**config.mk**
```make
export PLATFORM = sky130hd
export DESIGN_NAME = burst_gated_tx
export DESIGN_NICKNAME = d
export VERILOG_FILES = /design/src/rtl/gtx_pkg.sv /design/src/rtl/gtx_word_shifter.sv /design/src/rtl/gtx_burst_ctrl.sv /design/src/rtl/burst_gated_tx.sv
export SDC_FILE = /design/constraint.sdc
export NUM_CORES = 1
export LEC_CHECK = 0
export BUFFER_PORTS_ARGS = -buffer_cell sky130_fd_sc_hd__buf_4
export CORE_ASPECT_RATIO = 0.7
export CORE_MARGIN = 4
export CORE_UTILIZATION = 55
export DETAILED_ROUTE_END_ITERATION = 10
export GPL_ROUTABILITY_DRIVEN = 0
export PLACE_DENSITY = 0.78
export SLEW_MARGIN = 30
export SYNTH_ARGS = -nofsm -noshare
export SYNTH_HDL_FRONTEND = slang
export SYNTH_HIERARCHICAL = 1
export SYNTH_SLANG_ARGS = --single-unit
export TNS_END_PERCENT = 100
```
**constraint.sdc**
```tcl
create_clock -name clk -period 4.2 [get_ports clk]
set_input_delay 0.63 -clock clk [delete_from_list [all_inputs] [get_ports clk]]
set_output_delay 0.63 -clock clk [all_outputs]
set_load 0.005 [all_outputs]
```
**src/rtl/gtx_pkg.sv**
```systemverilog
// Package: shared types for the burst-gated serial transmitter.
// Assumes: nothing; it holds only the phase encoding used by the controller.
package gtx_pkg;
    typedef enum logic [1:0] {
        PH_WAIT = 2'd0,   // at a burst boundary, waiting to start
        PH_SEND = 2'd1,   // inside a burst (sending or stalled)
        PH_GAP  = 2'd2    // emitting idle slots between bursts
    } phase_e;
endpackage

```
**src/rtl/gtx_word_shifter.sv**
```systemverilog
// Module: gtx_word_shifter
// Holds the word on the line. It shifts toward the LSB on each shift request
// and tracks the bit index so the controller knows when the last bit is out.
// Assumes: load and shift are never requested in the same cycle.
module gtx_word_shifter #(
    parameter int WORD_W = 32
) (
    input  logic              clk,
    input  logic              rst_n,
    input  logic              load,
    input  logic              shift,
    input  logic [WORD_W-1:0] din,
    output logic              lsb,
    output logic              last_bit
);
    localparam int IDX_W = $clog2(WORD_W);
    localparam logic [IDX_W-1:0] LAST_IDX = IDX_W'(WORD_W - 1);

    logic [WORD_W-1:0] sh_q;
    logic [IDX_W-1:0]  idx_q;

    // Load a new word or shift the current one by one bit.
    always_ff @(posedge clk) begin
        if (!rst_n) begin
            sh_q  <= '0;
            idx_q <= '0;
        end else if (load) begin
            sh_q  <= din;
            idx_q <= '0;
        end else if (shift) begin
            sh_q  <= {1'b0, sh_q[WORD_W-1:1]};
            idx_q <= idx_q + 1'b1;
        end
    end

    assign lsb      = sh_q[0];
    assign last_bit = (idx_q == LAST_IDX);
endmodule

```
**src/rtl/gtx_burst_ctrl.sv**
```systemverilog
// Module: gtx_burst_ctrl
// Burst and gap sequencer. On each bit strobe it decides whether to start a
// burst, shift a bit, fetch the next word, stall, or emit an idle gap slot.
// Assumes: cfg inputs are read live; M is taken at burst start and N at burst end.
module gtx_burst_ctrl
    import gtx_pkg::*;
#(
    parameter int CFG_W = 8
) (
    input  logic             clk,
    input  logic             rst_n,
    input  logic             bit_stb,
    input  logic [CFG_W-1:0] cfg_m,
    input  logic [CFG_W-1:0] cfg_n,
    input  logic             dev_busy,
    input  logic             word_valid,
    input  logic             word_done,
    output logic             load,
    output logic             shift,
    output logic             en,
    output logic             in_burst
);
    localparam logic [CFG_W-1:0] ONE = CFG_W'(1);

    phase_e           ph_q, ph_d;
    logic [CFG_W-1:0] words_left_q, words_left_d;
    logic [CFG_W-1:0] gap_q, gap_d;
    logic             en_q, en_d;
    logic             load_c, shift_c, start_ok;

    assign start_ok = (cfg_m != '0) && !dev_busy && word_valid;

    // Next-state decision for the slot that the coming strobe opens.
    always_comb begin
        ph_d         = ph_q;
        words_left_d = words_left_q;
        gap_d        = gap_q;
        en_d         = en_q;
        load_c       = 1'b0;
        shift_c      = 1'b0;
        case (ph_q)
            PH_SEND: begin
                if (en_q && !word_done) begin
                    shift_c = 1'b1;
                end else if (en_q && words_left_q == '0) begin
                    if (cfg_n != '0) begin
                        ph_d  = PH_GAP;
                        gap_d = cfg_n - ONE;
                        en_d  = 1'b0;
                    end else if (start_ok) begin
                        load_c       = 1'b1;
                        words_left_d = cfg_m - ONE;
                        en_d         = 1'b1;
                    end else begin
                        ph_d = PH_WAIT;
                        en_d = 1'b0;
                    end
                end else if (word_valid) begin
                    load_c       = 1'b1;
                    words_left_d = words_left_q - ONE;
                    en_d         = 1'b1;
                end else begin
                    en_d = 1'b0;
                end
            end
            PH_GAP: begin
                en_d = 1'b0;
                if (gap_q != '0) begin
                    gap_d = gap_q - ONE;
                end else if (start_ok) begin
                    ph_d         = PH_SEND;
                    load_c       = 1'b1;
                    words_left_d = cfg_m - ONE;
                    en_d         = 1'b1;
                end else begin
                    ph_d = PH_WAIT;
                end
            end
            default: begin
                en_d = 1'b0;
                if (start_ok) begin
                    ph_d         = PH_SEND;
                    load_c       = 1'b1;
                    words_left_d = cfg_m - ONE;
                    en_d         = 1'b1;
                end
            end
        endcase
    end

    // Commit the decision only on a bit strobe.
    always_ff @(posedge clk) begin
        if (!rst_n) begin
            ph_q         <= PH_WAIT;
            words_left_q <= '0;
            gap_q        <= '0;
            en_q         <= 1'b0;
        end else if (bit_stb) begin
            ph_q         <= ph_d;
            words_left_q <= words_left_d;
            gap_q        <= gap_d;
            en_q         <= en_d;
        end
    end

    assign load     = bit_stb && load_c;
    assign shift    = bit_stb && shift_c;
    assign en       = en_q;
    assign in_burst = (ph_q == PH_SEND);
endmodule

```
**src/rtl/burst_gated_tx.sv**
```systemverilog
// Module: burst_gated_tx (top)
// Serial word transmitter with a programmable burst/gap data-enable and a
// device-busy hold-off. It joins the sequencer and the shifter and makes the
// serial clock.
// Assumes: bit_stb is never high on two consecutive cycles.
module burst_gated_tx #(
    parameter int WORD_W = 32,
    parameter int CFG_W  = 8
) (
    input  logic              clk,
    input  logic              rst_n,
    input  logic              bit_stb,
    input  logic [CFG_W-1:0]  cfg_burst_words,
    input  logic [CFG_W-1:0]  cfg_gap_bits,
    input  logic              dev_busy,
    input  logic              word_valid,
    input  logic [WORD_W-1:0] word_data,
    output logic              word_ready,
    output logic              ser_clk,
    output logic              ser_data,
    output logic              ser_en
);
    logic load, shift, en, lsb, last_bit, in_burst;
    logic clk_low_q;

    gtx_burst_ctrl #(.CFG_W(CFG_W)) u_ctrl (
        .clk(clk), .rst_n(rst_n), .bit_stb(bit_stb),
        .cfg_m(cfg_burst_words), .cfg_n(cfg_gap_bits),
        .dev_busy(dev_busy), .word_valid(word_valid), .word_done(last_bit),
        .load(load), .shift(shift), .en(en), .in_burst(in_burst)
    );

    gtx_word_shifter #(.WORD_W(WORD_W)) u_shift (
        .clk(clk), .rst_n(rst_n), .load(load), .shift(shift),
        .din(word_data), .lsb(lsb), .last_bit(last_bit)
    );

    // Serial clock: low for the one cycle after each bit update.
    always_ff @(posedge clk) begin
        if (!rst_n) clk_low_q <= 1'b0;
        else        clk_low_q <= bit_stb;
    end

    assign ser_clk    = ~clk_low_q;
    assign ser_en     = en;
    assign ser_data   = en & lsb;
    assign word_ready = load;
endmodule

```
==> metrics.md, run 1 <==
| Metric | Value |
|---|---|
| Status | finished clean |
| Synth top area share | 0.311 |
| Cell Chain, Critical Path | inv_1, ha_1, buf_4, or4b_1, nor3_2, o21a_1, a21oi_1, nor3_2, buf_4, buf_4 |
| Avg Vias per Cell | 5.79 |
| IO Pins | 57 |
| Syn-to-layout area delta | 18.3% |
| Adder-cell share of the synthesized area | 0.0307 |
| FF+latch area | 0.00114 sq mm |
| Post-Syn Nets | ~460 |
| RSZ-0062 raised after global routing | false |
| Post-synthesis mux area share | 0.126 |
| Antenna cells | 0 |
| Clk_lat worst skew | 0.33 ns |
| TritonCTS clock tree | yes |
| DRT iter0 DRCs | between 150 and 200 |
| Number of synthesized register bits | 57 |
| First-pass GRT wire length | around 14000 microns |
| Setup TNS Final | 0 ns |
| Top-count cell post-synth | dfxtp_1 |
| Endpoint required time on the critical path | 3.57 ns |
| Post-CTS Resized | 0 |
| Peak VDD IR | 198 uV |
| Post-synth top area cell | dfxtp_1 |
| Complex-gate fraction of the synthesized area | 0.228 |
| Most frequent CP cell | buf_4 |
| Share of cells above drive strength 1 | 0.288 |
| Final Cycle Share | 0.820 |
| Largest family of logic cells by synthesized area | simple AND/OR/NAND/NOR gates |
| Rows | 24 |
| Detailed Place HPWL | 5960 microns |
| Worst Setup Path Type | flip-flop to output port |
| Die Wd | 106 microns |
| Average wire per standard cell | 15.3 microns |
| Post-Route Utilization | 0.683 |
| CTS Sinks | 57 |
| Largest net degree at the start of global routing | 54 |
| Final setup vio count | 0 |
| Crit path DAT | about 2.8 ns |
| Post-synth EDFFs | 0 |
| CP peak stage delay | 0.59 ns |
| Final Hold Fails | 0 |
| Xor/xnor cell area share of the yosys netlist | 0.0143 |
| Fin area | about 0.0043 sq mm |
| Placed Area | 0.00412 sq mm |
| Die Ht | around 76 microns |
| PD cells | 322 mW/mm^2 |
| Cell Area, Synth | about 0.0037 sq mm |
| H-tree lvl count | 3 |
| Slew margin rel. | 0.459 |
| Worst-path clk slew | 0.06 ns |
| Total grt overflow | 0 |
| Setup bufs post-CTS | 0 |
| Placeable Area | 0.00637 sq mm |
| CP top delay family | simple AND/OR/NAND/NOR gates |
| Initial antenna violation count | 0 |
| TritonCTS buffer count | 9 |
| Syn_area_per_cell | between 9 and 10 sq um |
| Post-synth cell types | a little under 70 |
| Top post-synthesis cells by area | dfxtp_1, mux2_2, o211a_1, nand2b_1, ha_1 |
| FILL cells | 549 |
| Routed wire length | 8210 microns |
| Clock Tree Buf Depth | 2 |
| DRC viols | 0 |
| Top_reg_cell synth | dfxtp_1 |
| Die area | 0.00807 sq mm |
| Cells after Synth | 395 |
| Crit path time final | 3.44 ns |
| Clock root buffer | clkbuf_8 |
| Max-Cap Viols | 0 |
| Worst Path Buf+Inv | 4 |
| Total iterations of the first detailed-routing run | 5 |
| CTS hold repair buffers | 0 |
| Synth warn | 6 |
| Sequential share of the synthesized area | 0.311 |
| Worst setup SP type | flip-flop |
| I/O Buffers | 56 |
| Final net count | 502 |
| Multi-input gate area | between 0.002 and 0.0025 sq mm |
| Clock skew | 0.00649 ns |
| Hold slack | 0.497 ns |
| DR vias | 3102 |
| Crit Path Max Fanout | 27 |
| Tot GR Track Use | 0.207 |
| Setup crit end kind | output port |
| Slew @ Worst Pin | between 0.8 and 0.9 ns |
| Simple-gate share of the synthesized area | 0.241 |
| Ys async rst share | 0 |
| Top cells by count, synth | dfxtp_1, nand2b_1, mux2_2 |
| Count of pins over their slew limit | 0 |
| P_leak | 0.00205 uW |
| Starting Density | 0.577 |
| Class of the worst hold path | flip-flop to flip-flop |
| Antenna Violating Nets Remaining | 0 |
| Vias in the first global route | ~3000 |
| Max Clk Rate | 291 MHz |
| Critical path's slowest cell | or4b_1 |
-- routing by layer --
layer | track usage | share of wire | vias to the layer above
li1 | - | - | 1564
met1 | 0.289 | 0.47 | 1449
met2 | 0.314 | 0.45 | 78
met3 | 0.0542 | 0.064 | 11
met4 | 0.0582 | 0.012 | 0
met5 | 0 | 0 | -
-- registers in the layout, summed over array words and instances, names as in the netlist --
register and cells:
u_ctrl/words_left_q 8, u_shift/idx_q 5, u_ctrl/en 1, u_ctrl/ph_q 2, u_ctrl/gap_q 8, clk_low_q 1
u_shift/sh_q 32
-- metrics by stage --
step	cells	total power, uW	setup slack, ns
CTS	536	1410	0.739
detailed placement	520	827	1.02
floorplan	395	749	1.20
finish	536	1400	0.758
global placement	520	820	1.12
global route	536	1470	0.550
-- area by class of cell --
| class | count | area share |
|---|---|---|
| sequential | 57 | 0.263 |
| timing repair buffer | 61 | 0.105 |
| multi-input combinational | 299 | 0.543 |
| clock buffer | 11 | 0.0348 |
| clock inverter | 5 | 0.0178 |
| tap | 91 | 0.0262 |
| inverter | 12 | 0.0104 |
-- tightest hold or removal path: stages (launching register included) --
cell	delay (ns)
dfxtp_1	0.33
nand2_1	0.06
mux2i_1	0.06
-- cells in the final DEF (no fill, tap or decap), types with 3 or more instances in the layout --
cell,n
o211ai_1,3
o211a_1,32
nand3b_1,5
o21ai_1,3
a21oi_1,11
nor4_1,3
mux2i_1,9
nor2_1,19
nand2_1,10
nand2b_1,35
and3_1,4
o31a_1,3
xor2_1,4
and2_1,4
o22ai_1,3
nor3b_1,6
a21boi_0,6
mux2_2,33
buf_4,61
or4_1,6
dfxtp_1,57
nand3_1,6
o21a_1,6
or3_1,8
ha_1,9
nor3_1,8
clkbuf_8,11
o21ai_0,6
o31ai_1,3
nor2b_1,7
inv_1,12
o311a_1,3
-- kinds of logic (layout without fill, tap and decap cells) --
family                   count (synthesis)  count (layout)
multiplexers                            42              42
flip-flops                              57              57
AO/OA/AOI/OAI                          101             101
buffers and inverters                   39              89
XOR/XNOR                                 6               6
adder cells (fa/ha/maj)                  9               9
AND/OR/NAND/NOR                        141             141
-- final timing paths --
check                           depth (start not counted)                         from                       endpoint  slack [ns]
worst max-delay path                                   10  u_ctrl/ph_q[0]$_SDFFE_PN0P_                     word_ready        0.76
worst min-delay path                                    2  u_ctrl/ph_q[1]$_SDFFE_PN0P_    u_ctrl/ph_q[1]$_SDFFE_PN0P_        0.50
worst max register to register                         12  u_ctrl/ph_q[0]$_SDFFE_PN0P_  u_shift/idx_q[2]$_SDFFE_PP0P_        1.02
worst min register to register                          2  u_ctrl/ph_q[1]$_SDFFE_PN0P_    u_ctrl/ph_q[1]$_SDFFE_PN0P_        0.50
-- power breakdown --
part           internal [uW]  switching [uW]
sequential               568            22.6
combinational            118             109
clock                    364             219
total                   1050             351
Power figures use the tool's default switching activity.
==> run 2: changes to the inputs <==
Clock period 4.2 ns to 3.5 ns, I/O delays scaled along.
==> run 2 against run 1 <==
Compared with the run above: worst setup slack lost 0.33 ns; die area unchanged; combinational power increased by 21%; flip-flop and latch count is the same; wire length rose by 0.46%; sequential share of layout area barely moved; clock power up 12%; critical path type unchanged; highest routed layer unchanged.
==> metrics.md, run 2 (synthesis gave the netlist of run 1 again) <==
| Metric | Value |
|---|---|
| First-pass GRT wire length | 13900 microns (-0.64%) |
| Max reg flops | 32 (unchanged) |
| Clock root buffer | clkbuf_8 |
| Antenna cells | 0 (unchanged) |
| Class of the worst hold path | input port to flip-flop |
| Avg Vias per Cell | 5.75 (-0.64%) |
| Endpoint required time on the critical path | 2.97 ns (-0.60 ns) |
| I/O Buffers | 56 (unchanged) |
| Worst setup SP type | flip-flop |
| P_leak | 0.00205 uW (-0.32%) |
| Detailed Place HPWL | 5820 microns (-2.3%) |
| Post-CTS Resized | 0 (unchanged) |
| Setup bufs post-CTS | 0 (unchanged) |
| Status | finished clean |
| CP peak stage delay | 0.57 ns (-0.02 ns) |
| Multi-input gate area | 0.00236 sq mm (unchanged) |
| DRC viols | 0 (unchanged) |
| DR vias | 3082 (-0.64%) |
| Average wire per standard cell | 15.4 microns (+0.46%) |
| DRT iter0 DRCs | 216 (+39%) |
| Commonest non-fill, non-tap cell in the layout | buf_4 |
| IO Pins | 57 (unchanged) |
| CTS hold repair buffers | 0 (unchanged) |
| Total power | 1640 uW (+17%) |
| Hold slack | 0.442 ns (-0.0555 ns) |
| Routed wire length | 8240 microns (+0.46%) |
| Largest net degree at the start of global routing | 54 (unchanged) |
| Tot GR Track Use | 0.206 (-0.00111) |
| Share of cells above drive strength 1 | 0.285 (-0.00225) |
| Total placed cells including tap cells | 520 (unchanged) |
| Slew margin rel. | 0.436 (-0.0227) |
| TritonCTS clock tree | yes |
| Die Ht | 76.4 microns (unchanged) |
| Max Clk Rate | 326 MHz |
| Crit path DAT | 2.55 ns (-0.26 ns) |
| Post-Route Utilization | 0.682 (-0.000983) |
| Slew @ Worst Pin | 0.845 ns (+0.0340 ns) |
| Final setup vio count | 0 (unchanged) |
| Crit Path Max Fanout | 6 (-78%) |
| Crit path time final | 3.07 ns |
| PD cells | 377 mW/mm^2 (+17%) |
| Total iterations of the first detailed-routing run | 5 (unchanged) |
| CTS Sinks | 57 (unchanged) |
| CP top delay family | simple AND/OR/NAND/NOR gates |
| Finished Layout Cells | 536 (unchanged) |
| Die area | 0.00807 sq mm (unchanged) |
| TritonCTS buffer count | 9 (unchanged) |
| Setup crit end kind | output port |
| Leading cell types in the layout, fill and taps excluded | buf_4, dfxtp_1, nand2b_1 |
| Setup TNS Final | 0 ns (unchanged) |
| Vias in the first global route | 2971 (-0.40%) |
| Syn-to-layout area delta | 18.2% |
| Rows | 24 (unchanged) |
| Final net count | 502 (unchanged) |
| Initial antenna violation count | 0 (unchanged) |
| Clock Tree Buf Depth | 2 (unchanged) |
| H-tree lvl count | 3 (unchanged) |
| Final Cycle Share | 0.877 |
| Count of pins over their slew limit | 0 (unchanged) |
| Worst-path clk slew | 0.07 ns (about the same) |
| Cell Chain, Critical Path | inv_1, ha_1, or4b_1, nor3_2, o21a_1, a21oi_1, nor3_2, buf_4 |
| Top flop regs | u_shift/sh_q: 32 flops, u_ctrl/gap_q: 8 flops, u_ctrl/words_left_q: 8 flops |
| Clock skew | 0.0100 ns (+0.00353 ns) |
| Placeable Area | 0.00637 sq mm (unchanged) |
| RSZ-0062 raised after global routing | false |
| Total grt overflow | 0 (unchanged) |
| FF+latch area | 0.00114 sq mm (unchanged) |
| Worst Path Buf+Inv | 2 (-2) |
| Clk_lat worst skew | 0.33 ns (about the same) |
| FILL cells | 531 (-3.3%) |
| Critical path's slowest cell | or4b_1 |
| Peak VDD IR | 233 uV (+18%) |
| Reg with most FFs | u_shift/sh_q |
| Most frequent CP cell | nor3_2 |
| Max-Cap Viols | 0 (unchanged) |
| Antenna Violating Nets Remaining | 0 (unchanged) |
| Final Hold Fails | 0 (unchanged) |
| Worst Setup Path Type | flip-flop to output port |
| Die Wd | 106 microns (unchanged) |
| Starting Density | 0.577 (unchanged) |
## run 2: cell count changes in the layout (fill, tap and decap cells not counted)
cell,previous run,this run
buf_4,61,60
clkbuf_1,0,1
clkinv_2,2,3
clkbuf_8,11,9
buf_12,0,1
## run 2: final cells by class
class / instances / area share
multi-input cells: 299 / 0.544
well taps: 91 / 0.0262
flip-flops and latches: 57 / 0.263
clock buffers: 10 / 0.0294
repair buffers: 61 / 0.108
clock inverters: 6 / 0.0190
inverters: 12 / 0.0104
## run 2: path summary, 6_finish.rpt
path / depth (start not counted) / slack [ns] / start / end
worst max-delay path: 8 / 0.43 / u_ctrl/ph_q[0]$_SDFFE_PN0P_ / word_ready
worst min register to register: 2 / 0.49 / u_ctrl/ph_q[1]$_SDFFE_PN0P_ / u_ctrl/ph_q[1]$_SDFFE_PN0P_
worst max register to register: 10 / 0.67 / u_ctrl/words_left_q[0]$_SDFFE_PN0P_ / u_shift/sh_q[31]$_SDFFE_PN0P_
worst min-delay path: 2 / 0.44 / bit_stb / clk_low_q$_SDFF_PN0_
## run 2: power by group
group | internal (uW) | total, uW | switching, uW
sequential | 681 | 707 | 25.6
combinational | 142 | 277 | 134
clock | 397 | 653 | 256
## run 2: metal layers
layer	vias up	share of wire	GRT usage
met5	-	0	0
met4	0	0.0069	0.0401
met3	5	0.054	0.0559
met2	72	0.45	0.320
met1	1433	0.49	0.287
li1	1572	-	-
## run 2: per-stage QoR
stage / instance area (sq um) / setup slack [ns]
after floorplan: 3670 / 0.609
after global placement: 4130 / 0.778
after detailed placement: 4130 / 0.625
after CTS: 4340 / 0.439
after global routing: 4340 / 0.289
final: 4340 / 0.429
==> run 3: changes to the inputs <==
Clock period 3.5 ns to 3.2 ns, I/O delays scaled along.
==> run 3 against run 2 <==
Compared with the run above: combinational power is 10% higher; wire length is 0.92% higher; worst setup slack got worse by 0.21 ns; global-route usage is 0.17 points higher; clock-buffer cell count stayed put; cell count is 0.75% higher; register-to-register slack got worse by 0.15 ns; clock skew down 0.00098 ns; via count rose by 2.1%; non-clock buffer count increased by 4; flip-flop and latch count unchanged; power increased by 9.7%; largest cell class unchanged.
==> metrics.md, run 3 (synthesis gave the netlist of run 1 again) <==
| Metric | Value |
|---|---|
| CTS Sinks | 57 (unchanged) |
| Slew margin rel. | 0.514 (+0.0782) |
| Clock Tree Buf Depth | 2 (unchanged) |
| PD cells | 411 mW/mm^2 (+8.9%) |
| Slew @ Worst Pin | 0.729 ns (-0.116 ns) |
| GR met3 Demand/Resource | 0.0500 (-0.00593) |
| CP startpoint | u_ctrl/words_left_q[0]$_SDFFE_PN0P_ |
| Largest net degree at the start of global routing | 38 (-30%) |
| Sw Share | 0.255 (+0.000932) |
| Fin area | 0.00437 sq mm (+0.69%) |
| Peak VDD IR | 270 uV (+16%) |
| Met2 Use GR | 0.319 (-0.000636) |
| Die Wd | 106 microns (unchanged) |
| Die area | 0.00807 sq mm (unchanged) |
| Status | finished clean |
| Share of cells above drive strength 1 | 0.292 (+0.00637) |
| Vias in the first global route | 2955 (-0.54%) |
| DRT iter0 DRCs | 166 (-23%) |
| Worst setup SP type | flip-flop |
| Clock root buffer | clkbuf_8 |
| Met1 Use GR | 0.291 (+0.00357) |
| Max reg flops | 32 (unchanged) |
| DRC viols | 0 (unchanged) |
| Detailed Place HPWL | 6010 microns (+3.2%) |
| Placeable Area | 0.00637 sq mm (unchanged) |
| First-pass GRT wire length | 14000 microns (+0.40%) |
| Antenna cells | 0 (unchanged) |
| Commonest non-fill, non-tap cell in the layout | buf_4 |
| Die Ht | 76.4 microns (unchanged) |
| Count of pins over their slew limit | 0 (unchanged) |
| Post-CTS Resized | 0 (unchanged) |
| Setup TNS Final | 0 ns (unchanged) |
| CTS hold repair buffers | 0 (unchanged) |
| Tot GR Track Use | 0.207 (+0.00172) |
| Setup bufs post-CTS | 0 (unchanged) |
| H-tree lvl count | 3 (unchanged) |
| Placed Area | 0.00416 sq mm (+0.73%) |
| Hold Crit Start | bit_stb |
| IO Pins | 57 (unchanged) |
| Initial antenna violation count | 0 (unchanged) |
| Final net count | 506 (+0.80%) |
| Clock Power Share | 0.399 (about the same) |
| Clock skew | 0.00904 ns (-0.000978 ns) |
| Avg Vias per Cell | 5.83 (+1.4%) |
| Crit path DAT | 2.50 ns (-0.05 ns) |
| DR vias | 3147 (+2.1%) |
| Max-Cap Viols | 0 (unchanged) |
| Leading cell types in the layout, fill and taps excluded | buf_4, dfxtp_1, nand2b_1 |
| FF-to-FF Start | u_ctrl/words_left_q[0]$_SDFFE_PN0P_ |
| Endpoint required time on the critical path | 2.72 ns (-0.25 ns) |
| TritonCTS clock tree | yes |
| Comb power frac | 0.171 (+0.002) |
| Crit path time final | roughly 3.0 ns |
| Crit Path Max Fanout | 11 (+5) |
| Setup crit end kind | output port |
| Switching Power | 458 uW (+10%) |
| TritonCTS buffer count | 9 (unchanged) |
| RSZ-0062 raised after global routing | false |
| Worst Setup Path Type | flip-flop to output port |
| Clk_lat worst skew | 0.33 ns (about the same) |
| Class of the worst hold path | input port to flip-flop |
| P_int | 1340 uW (+9.6%) |
| Total grt overflow | 0 (unchanged) |
| Final setup vio count | 0 (unchanged) |
| P_leak | 0.00207 uW (+1.0%) |
| Reg with most FFs | u_shift/sh_q |
| Antenna Violating Nets Remaining | 0 (unchanged) |
| Average wire per standard cell | 15.4 microns (+0.17%) |
| Top flop regs | u_shift/sh_q: 32 flops, u_ctrl/gap_q: 8 flops, u_ctrl/words_left_q: 8 flops |
| Final Hold Fails | 0 (unchanged) |
| Rows | 24 (unchanged) |
| Worst-path clk slew | 0.07 ns (about the same) |
| Total iterations of the first detailed-routing run | 4 (-1) |
| Final Cycle Share | 0.931 |
| Starting Density | 0.577 (unchanged) |
| I/O Buffers | 56 (unchanged) |
| Max Clk Rate | 335 MHz |
| Syn-to-layout area delta | 19.0% |
| Top Usage Layer GRT | met2 |
| Routed wire length | 8320 microns (+0.92%) |
| Reg power frac | 0.431 (about the same) |
==> run 3: final cells by class <==
cell class,count,area [sq um]
clock buffer,10,128
inverter,12,45.0
fill,543,2000
clock inverter,6,82.6
sequential,57,1140
tap,91,114
multi-input combinational,299,2360
timing repair buffer,65,500
==> run 3: layer usage <==
| layer | share of wire | routed length, microns |
|---|---|---|
| met1 | 0.48 | 4010 |
| met2 | 0.45 | 3780 |
| met3 | 0.059 | 491 |
| met4 | 0.0044 | 37 |
| met5 | 0 | 0 |
==> run 3: worst max-delay path: stages (launching register included) <==
cell	delay, ns
dfxtp_1	0.31
inv_1	0.11
ha_1	0.18
or4bb_1	0.55
o21ai_1	0.29
o2bb2ai_1	0.12
a21oi_1	0.24
nor3_2	0.07
buf_4	0.17
buf_4	0.14
==> run 3: final timing paths <==
path                              endpoint  slack [ns]  cells after the start
min reg2reg    u_ctrl/ph_q[1]$_SDFFE_PN0P_        0.49                      2
max                             word_ready        0.22                      9
min                   clk_low_q$_SDFF_PN0_        0.40                      2
max reg2reg  u_shift/idx_q[3]$_SDFFE_PP0P_        0.52                     10
==> run 3: power by group through the flow <==
stage,clock [uW],combinational [uW],sequential [uW]
3_5_place_dp,0,303,788
4_1_cts,734,304,772
5_1_grt,774,339,777
2_1_floorplan,0,204,779
6_report,716,306,773
3_3_place_gp,0,293,786
==> run 3: metrics by stage <==
stage	hold WS (ns)	instances	util	total power [uW]	worst slack [ns]
finish	0.399	540	0.687	1790	0.219
global route	0.401	540	0.687	1890	0.0431
CTS	0.389	540	0.687	1810	0.224
detailed placement	0.478	524	0.653	1090	0.463
global placement	0.465	524	0.653	1080	0.547
floorplan	0.451	395	-	983	0.354
